### config.mk
export PLATFORM = sky130hd
export DESIGN_NAME = tdm_chain_rx
export DESIGN_NICKNAME = d
export VERILOG_FILES = /design/src/rtl/tdm_chain_pkg.sv /design/src/rtl/tdm_slot_timer.sv /design/src/rtl/tdm_chain_owner.sv /design/src/rtl/tdm_sample_capture.sv /design/src/rtl/tdm_chain_rx.sv
export SDC_FILE = /design/constraint.sdc
export NUM_CORES = 1
export LEC_CHECK = 0
export BUFFER_PORTS_ARGS = -buffer_cell sky130_fd_sc_hd__buf_4
export CORE_MARGIN = 3
export CORE_UTILIZATION = 39
export DETAILED_ROUTE_END_ITERATION = 10
export SLEW_MARGIN = 20
export SYNTH_ARGS = -nofsm -noshare
export SYNTH_HDL_FRONTEND = slang
export SYNTH_HIERARCHICAL = 1
export SYNTH_SLANG_ARGS = --single-unit
### constraint.sdc
create_clock -name clk -period 1.7 [get_ports clk]
set_input_delay 0.085 -clock clk [delete_from_list [all_inputs] [get_ports clk]]
set_output_delay 0.085 -clock clk [all_outputs]
set_load 0.02 [all_outputs]
### src/rtl/tdm_chain_pkg.sv
package tdm_chain_pkg;
  localparam int unsigned DEF_SLOT_BITS   = 32;
  localparam int unsigned DEF_SAMPLE_BITS = 24;
  localparam int unsigned DEF_CHANNELS    = 2;

  function automatic int unsigned idx_width(input int unsigned n);
    return (n > 1) ? $clog2(n) : 1;
  endfunction
endpackage

### src/rtl/tdm_slot_timer.sv
module tdm_slot_timer
  import tdm_chain_pkg::*;
#(
  parameter int unsigned SLOT_BITS = DEF_SLOT_BITS,
  localparam int unsigned IW = idx_width(SLOT_BITS)
) (
  input  logic          clk,
  input  logic          rst_n,
  input  logic          fsync,
  output logic [IW-1:0] bit_idx,
  output logic          live
);
  localparam logic [IW-1:0] LAST_BIT = IW'(SLOT_BITS - 1);

  logic [IW-1:0] cnt_q;
  logic          synced_q;

  assign bit_idx = fsync ? '0 : cnt_q;
  assign live    = synced_q | fsync;

  always_ff @(posedge clk or negedge rst_n) begin
    if (!rst_n) begin
      cnt_q    <= '0;
      synced_q <= 1'b0;
    end else if (live) begin
      synced_q <= 1'b1;
      cnt_q    <= (bit_idx == LAST_BIT) ? '0 : bit_idx + 1'b1;
    end
  end
endmodule

### src/rtl/tdm_chain_owner.sv
module tdm_chain_owner
  import tdm_chain_pkg::*;
#(
  parameter int unsigned SLOT_BITS = DEF_SLOT_BITS,
  parameter int unsigned CHANNELS  = DEF_CHANNELS,
  localparam int unsigned IW   = idx_width(SLOT_BITS),
  localparam int unsigned CH_W = idx_width(CHANNELS)
) (
  input  logic            clk,
  input  logic            rst_n,
  input  logic            fsync,
  input  logic            live,
  input  logic [IW-1:0]   bit_idx,
  input  logic            chan_en,
  input  logic            chain_in,
  output logic            own,
  output logic [CH_W-1:0] ch,
  output logic            chain_out
);
  localparam logic [CH_W-1:0] LAST_CH = CH_W'(CHANNELS - 1);

  logic            own_q, done_q, last_q;
  logic [CH_W-1:0] ch_q;
  logic            slot_start, cont, claim, done_eff;
  logic            next_is_last;

  assign slot_start = live && (bit_idx == '0);
  assign done_eff   = done_q && !fsync;
  assign cont       = !fsync && own_q && (ch_q != LAST_CH);
  assign claim      = !cont && chan_en && !done_eff && chain_in;

  generate
    if (CHANNELS == 1) begin : g_single
      assign next_is_last = claim;
    end else begin : g_multi
      assign next_is_last = (cont && (ch_q + 1'b1 == LAST_CH)) || (claim && (LAST_CH == '0));
    end
  endgenerate

  always_ff @(posedge clk or negedge rst_n) begin
    if (!rst_n) begin
      own_q  <= 1'b0;
      ch_q   <= '0;
      done_q <= 1'b0;
      last_q <= 1'b0;
    end else if (slot_start) begin
      own_q  <= cont || claim;
      ch_q   <= cont ? ch_q + 1'b1 : '0;
      done_q <= done_eff || claim;
      last_q <= next_is_last;
    end
  end

  assign own       = own_q;
  assign ch        = ch_q;
  assign chain_out = chan_en ? last_q : chain_in;
endmodule

### src/rtl/tdm_sample_capture.sv
module tdm_sample_capture
  import tdm_chain_pkg::*;
#(
  parameter int unsigned SLOT_BITS   = DEF_SLOT_BITS,
  parameter int unsigned SAMPLE_BITS = DEF_SAMPLE_BITS,
  parameter int unsigned CH_W        = 1,
  localparam int unsigned IW = idx_width(SLOT_BITS)
) (
  input  logic                   clk,
  input  logic                   rst_n,
  input  logic                   sdata,
  input  logic                   live,
  input  logic [IW-1:0]          bit_idx,
  input  logic                   take_en,
  input  logic [CH_W-1:0]        ch,
  input  logic                   out_ready,
  output logic                   out_valid,
  output logic [SAMPLE_BITS-1:0] out_data,
  output logic [CH_W-1:0]        out_chan,
  output logic                   take
);
  localparam logic [IW-1:0] LAST_BIT = IW'(SLOT_BITS - 1);

  logic [SLOT_BITS-2:0] shreg;
  logic [SLOT_BITS-1:0] word;

  assign word = {shreg, sdata};
  assign take = live && (bit_idx == LAST_BIT) && take_en;

  always_ff @(posedge clk or negedge rst_n) begin
    if (!rst_n) shreg <= '0;
    else        shreg <= {shreg[SLOT_BITS-3:0], sdata};
  end

  always_ff @(posedge clk or negedge rst_n) begin
    if (!rst_n) begin
      out_valid <= 1'b0;
      out_data  <= '0;
      out_chan  <= '0;
    end else if (take) begin
      out_valid <= 1'b1;
      out_data  <= word[SLOT_BITS-1 -: SAMPLE_BITS];
      out_chan  <= ch;
    end else if (out_ready) begin
      out_valid <= 1'b0;
    end
  end
endmodule

### src/rtl/tdm_chain_rx.sv
module tdm_chain_rx
  import tdm_chain_pkg::*;
#(
  parameter int unsigned SLOT_BITS   = DEF_SLOT_BITS,
  parameter int unsigned SAMPLE_BITS = DEF_SAMPLE_BITS,
  parameter int unsigned CHANNELS    = DEF_CHANNELS,
  localparam int unsigned IW   = idx_width(SLOT_BITS),
  localparam int unsigned CH_W = idx_width(CHANNELS)
) (
  input  logic                   clk,
  input  logic                   rst_n,
  input  logic                   fsync,
  input  logic                   sdata,
  input  logic                   chain_in,
  input  logic                   chan_en,
  output logic                   chain_out,
  output logic                   out_valid,
  input  logic                   out_ready,
  output logic [SAMPLE_BITS-1:0] out_data,
  output logic [CH_W-1:0]        out_chan
);
  logic [IW-1:0]   bit_idx;
  logic            slot_live;
  logic            slot_own;
  logic [CH_W-1:0] slot_ch;
  logic            sample_take;

  tdm_slot_timer #(.SLOT_BITS(SLOT_BITS)) u_timer (
    .clk(clk), .rst_n(rst_n), .fsync(fsync), .bit_idx(bit_idx), .live(slot_live)
  );

  tdm_chain_owner #(.SLOT_BITS(SLOT_BITS), .CHANNELS(CHANNELS)) u_owner (
    .clk(clk), .rst_n(rst_n), .fsync(fsync), .live(slot_live), .bit_idx(bit_idx),
    .chan_en(chan_en), .chain_in(chain_in), .own(slot_own), .ch(slot_ch),
    .chain_out(chain_out)
  );

  tdm_sample_capture #(.SLOT_BITS(SLOT_BITS), .SAMPLE_BITS(SAMPLE_BITS), .CH_W(CH_W)) u_cap (
    .clk(clk), .rst_n(rst_n), .sdata(sdata), .live(slot_live), .bit_idx(bit_idx),
    .take_en(slot_own && chan_en), .ch(slot_ch), .out_ready(out_ready),
    .out_valid(out_valid), .out_data(out_data), .out_chan(out_chan), .take(sample_take)
  );
endmodule

# Yosys cells after proc, flatten, opt, wreduce, memory -nomap -nowiden
# Cells that the tools add are included.
# W data, S select, Z words.
# op_classes
reduce_logical	18
n_bitwise	2
n_addsub	2
n_mux	6
eq_ne	1
# op_table
cell	n
$logic_and A1 B1 Y1	11
$mux W5	2
$add A5 B1 Y5 const B	1
$eq A5 B5 Y1 const B	1
$logic_not A5 Y1	1
$mux W1	4
$logic_not A1 Y1	3
$logic_or A1 B1 Y1	2
$reduce_bool A2 Y1	1
$add A1 B1 Y1 const B	1
$not A1 Y1	1
$or A1 B1 Y1	1
# totals
inputBits	7
elab_cells	39
reg_bits	67

# Longest topological paths before layout
# depth
depth_word	8
ltp_mapped	7
ltp_nobuf	7

# By module
# The synthesis kept the hierarchy.
# modules_own_cells
mod	area_per_inst_um2	n_inst	cells_per_inst
tdm_sample_capture	1875.5	1	89
tdm_slot_timer	326.6	1	31
tdm_chain_owner	182.7	1	16
tdm_chain_rx	6.3	1	1

# Least setup slack after synthesis
# Ideal clock, no wire load.
# synth_timing
kind	reg-to-reg
from	register u_timer.cnt_q[3]
to	register u_owner.ch_q, in the netlist u_owner/ch
path_stages_with_launch	5
synth_period_minus_slack_ns	1.856
path_slack_ns	-0.156
setup_ns	0.125
arrival_time_ns	1.731
path_buffers	0
path_cell_list	dfrtp_1 nor2b_1 or4b_4 or3_4 mux2_4
# synth_via
elab_chain_cells	3
# synth_rtl
element	line_no	source
start: declaration	tdm_slot_timer.sv:15	logic [IW-1:0] cnt_q;
start signal: assignment	tdm_slot_timer.sv:27	cnt_q <= (bit_idx == LAST_BIT) ? '0 : bit_idx + 1'b1;
$mux W5	tdm_slot_timer.sv:18	assign bit_idx = fsync ? '0 : cnt_q;
named net bit_idx[3]	tdm_chain_rx.sv:22	logic [IW-1:0] bit_idx;
$logic_not A5 Y1	tdm_chain_owner.sv:27	assign slot_start = live && (bit_idx == '0);
$logic_and A1 B1 Y1	tdm_chain_owner.sv:27	
end signal: assignment	tdm_chain_owner.sv:48	ch_q <= cont ? ch_q + 1'b1 : '0;
end: declaration	tdm_chain_owner.sv:23	logic [CH_W-1:0] ch_q;
# The timed path passes the listed nets, and every way through them passes these cells.
# A chain may end at the register's enable or synchronous reset.

# Worst setup path in the final report
# Ends and elaborated chain as after synthesis.

==> results.tsv <==
metric	value	unit
drt_first_pass_iters	4	
cts.reportedPaths.clkPinSlew	70	ps
top_layer_used	met4	
fin_worst_skew	8.97	ps
placedCellCount	254	
avgRoutedWirePerCell	14.9	µm
yosys-top-cells-area	dfrtp_1 69%, mux2_4 13%, mux2_1 2.4%	
grt_max_degree	67	
wl_met1	1.79	mm
period_needed	1810	ps
yosysSeqAreaShare	69.1	%
finalSetupViolCount	4	
r2r_start	u_timer/cnt_q[3]	
p_leak	1.55	nW
fp.dieH	84.3	µm
drt_iter0_drc	81	
cts_buffers	9	
antenna_found_initial	0	
synthFlopType	dfrtp_1	
port-buffer-count	33	
postSynthAreaPerCell	17.5	µm²
drc	0	
finalNetCount	206	
viasPerCell	4.71	
dieWidth	84.3	µm
fmax	552	MHz
gr-total-overflow	0	
placed_cell_area	2840	µm²
drv_cap	0	
power_density	1060	nW/µm²
worstPathMaxFanout	3	
hold_start	chain_in	
dpl.hpwl	2.63	mm
drive_gt1_share	51.0	%
syn_to_final_growth	31.9	%
ys_types	29	
relSlewSlack	45.9	%
cts-root-buf	clkbuf_8	
drv_slew	0	
clkLatencyLatePin	340	ps
die_area	7110	µm²
fin_cells	274	
final_antenna_net_count	0	
utilization	55.2	%
wl	4.09	mm
rows	27	
diodes	0	
fin_crit_sh	107	%
arrival	2040	ps
fin_area	3150	µm²
netlist_area	2390	µm²
rsz0062_at_grt	true	
crit_type	reg2reg	
outcome	finished, violations left	
ys_seq_elements	66	
synth_top_area_share	69.1	%
ir_drop	0.797	mV
ff2ff_setup_slack	-110	ps
cp-startpoint	u_timer/cnt_q[3]	
cts.sinks	66	
wl_met3	264	µm
violations	negative setup slack	
startpoint_type	flop	
async_reset_ff_share	100	%
clockBufferDepth	2	
io_pins	34	
yosysTopAreaCell	dfrtp_1	
ys_warn_count	6	
hold_viol	0	
crit_path_end_kind	flop	
synthCells	137	
hp-class	in2reg	
grt_pass1_vias	1394	
grt_pass1_wl	6.67	mm
globalRouteTotalUtil	12.3	%
tightest_slew	811	ps
core	5710	µm²
power.total	3.33	mW
critical_path_required	1930	ps
setup_ws	-111	ps
dr_wl_met2	1.99	mm
h-tree-depth	3	
via_count	1290	
syn_nets	146	
place.gp.congestion	0.728	
start_util	41.9	%
cts_tree	yes	
synth_enable_flop_cells	0	
-- layout make-up --
type,instances,area [µm²]
fill,470,2560
clock inverter,6,87.6
tap,72,90.1
clock buffer,10,138
inverter,3,11.3
sequential,66,1650
multi-input combinational,66,759
timing repair buffer,51,415
-- placed cells by master (no fill, tap or decap), drive strengths merged, types with 3 or more instances in the layout --
master,count
nor2b,6
clkinv,3
mux2,29
dlygate4sd3,3
clkbuf,10
inv,4
buf,48
nand2b,3
dfrtp,66
-- cells by family (layout without fill, tap and decap cells) --
| kind of cell | after synthesis | in the layout | share of synthesized area [%] |
|---|---|---|---|
| flops | 66 | 66 | 69.1 |
| mux | 29 | 29 | 16.8 |
| simple gates | 25 | 25 | 8.06 |
| compound gates | 9 | 9 | 2.51 |
| buf+inv | 5 | 70 | 2.15 |
| fa+ha+maj | 2 | 2 | 1.05 |
| xor+xnor | 1 | 1 | 0.366 |
-- metal layers --
| metal | up-vias | global-route usage (%) |
|---|---|---|
| met1 | 649 | 14.3 |
| li1 | 594 | - |
| met4 | 0 | 5.41 |
| met2 | 41 | 18.8 |
| met5 | - | 0 |
| met3 | 6 | 6.48 |
-- worst paths after layout --
kind / cells after the start / end
min reg2reg: 0 / u_cap/shreg[5]
min: 3 / u_owner/own
max: 4 / u_owner/ch
max reg2reg: 4 / u_owner/ch
min in group asynchronous: 2 / u_cap/shreg[26]
max in group asynchronous: 2 / u_timer/cnt_q[2]
-- metrics by stage --
stage / worst slack (ps) / hold WS (ps) / setup TNS [ps]
6_report: -111 / 76.3 / -255
5_1_grt: -143 / 71.1 / -445
4_1_cts: -111 / 35.0 / -320
3_5_place_dp: -163 / 196 / -366
3_3_place_gp: -102 / 196 / -188
2_1_floorplan: -124 / -211 / -268
-- timing repair --
action | in CTS | in global routing
setup buffers | 0 | 1
hold endpoints to repair | 68 | 0
endpoints found under the setup margin | 4 | 27
pin swaps | 3 | 1
resized for setup | 3 | 6
hold buffers | 3 | 0
-- critical path, stage by stage (launching register included) --
cell and delay [ps]:
dfrtp_1 380, nor2b_4 130, or4b_4 540, or3_4 370, mux2_4 300
-- synth_stat cells (2+ instances only) --
master,number
ha_1,2
o41ai_1,2
inv_1,3
mux2_2,4
mux2_4,20
nand2_1,2
buf_12,2
o31ai_1,2
nand2b_1,3
nand3_1,2
nor2b_1,6
mux2_1,5
and2_1,2
dfrtp_1,66
or2_1,2
-- flip-flops by register name, indices dropped and copies added (netlist names) --
name              count
u_timer/synced_q      1
u_timer/cnt_q         5
u_cap/out_data       24
u_owner/done_q        1
u_owner/ch            1
u_cap/out_valid       1
u_owner/own           1
u_cap/out_chan        1
u_cap/shreg          31
-- report_power, final --
group	switching, mW	leakage [nW]	internal [mW]	total (mW)
Combinational	0.103	0.598	0.103	0.207
Clock	0.582	0.117	0.867	1.45
Sequential	0.0390	0.836	1.64	1.68
Total	0.725	1.55	2.61	3.33
Note: power is estimated with default switching activity, not from simulation.
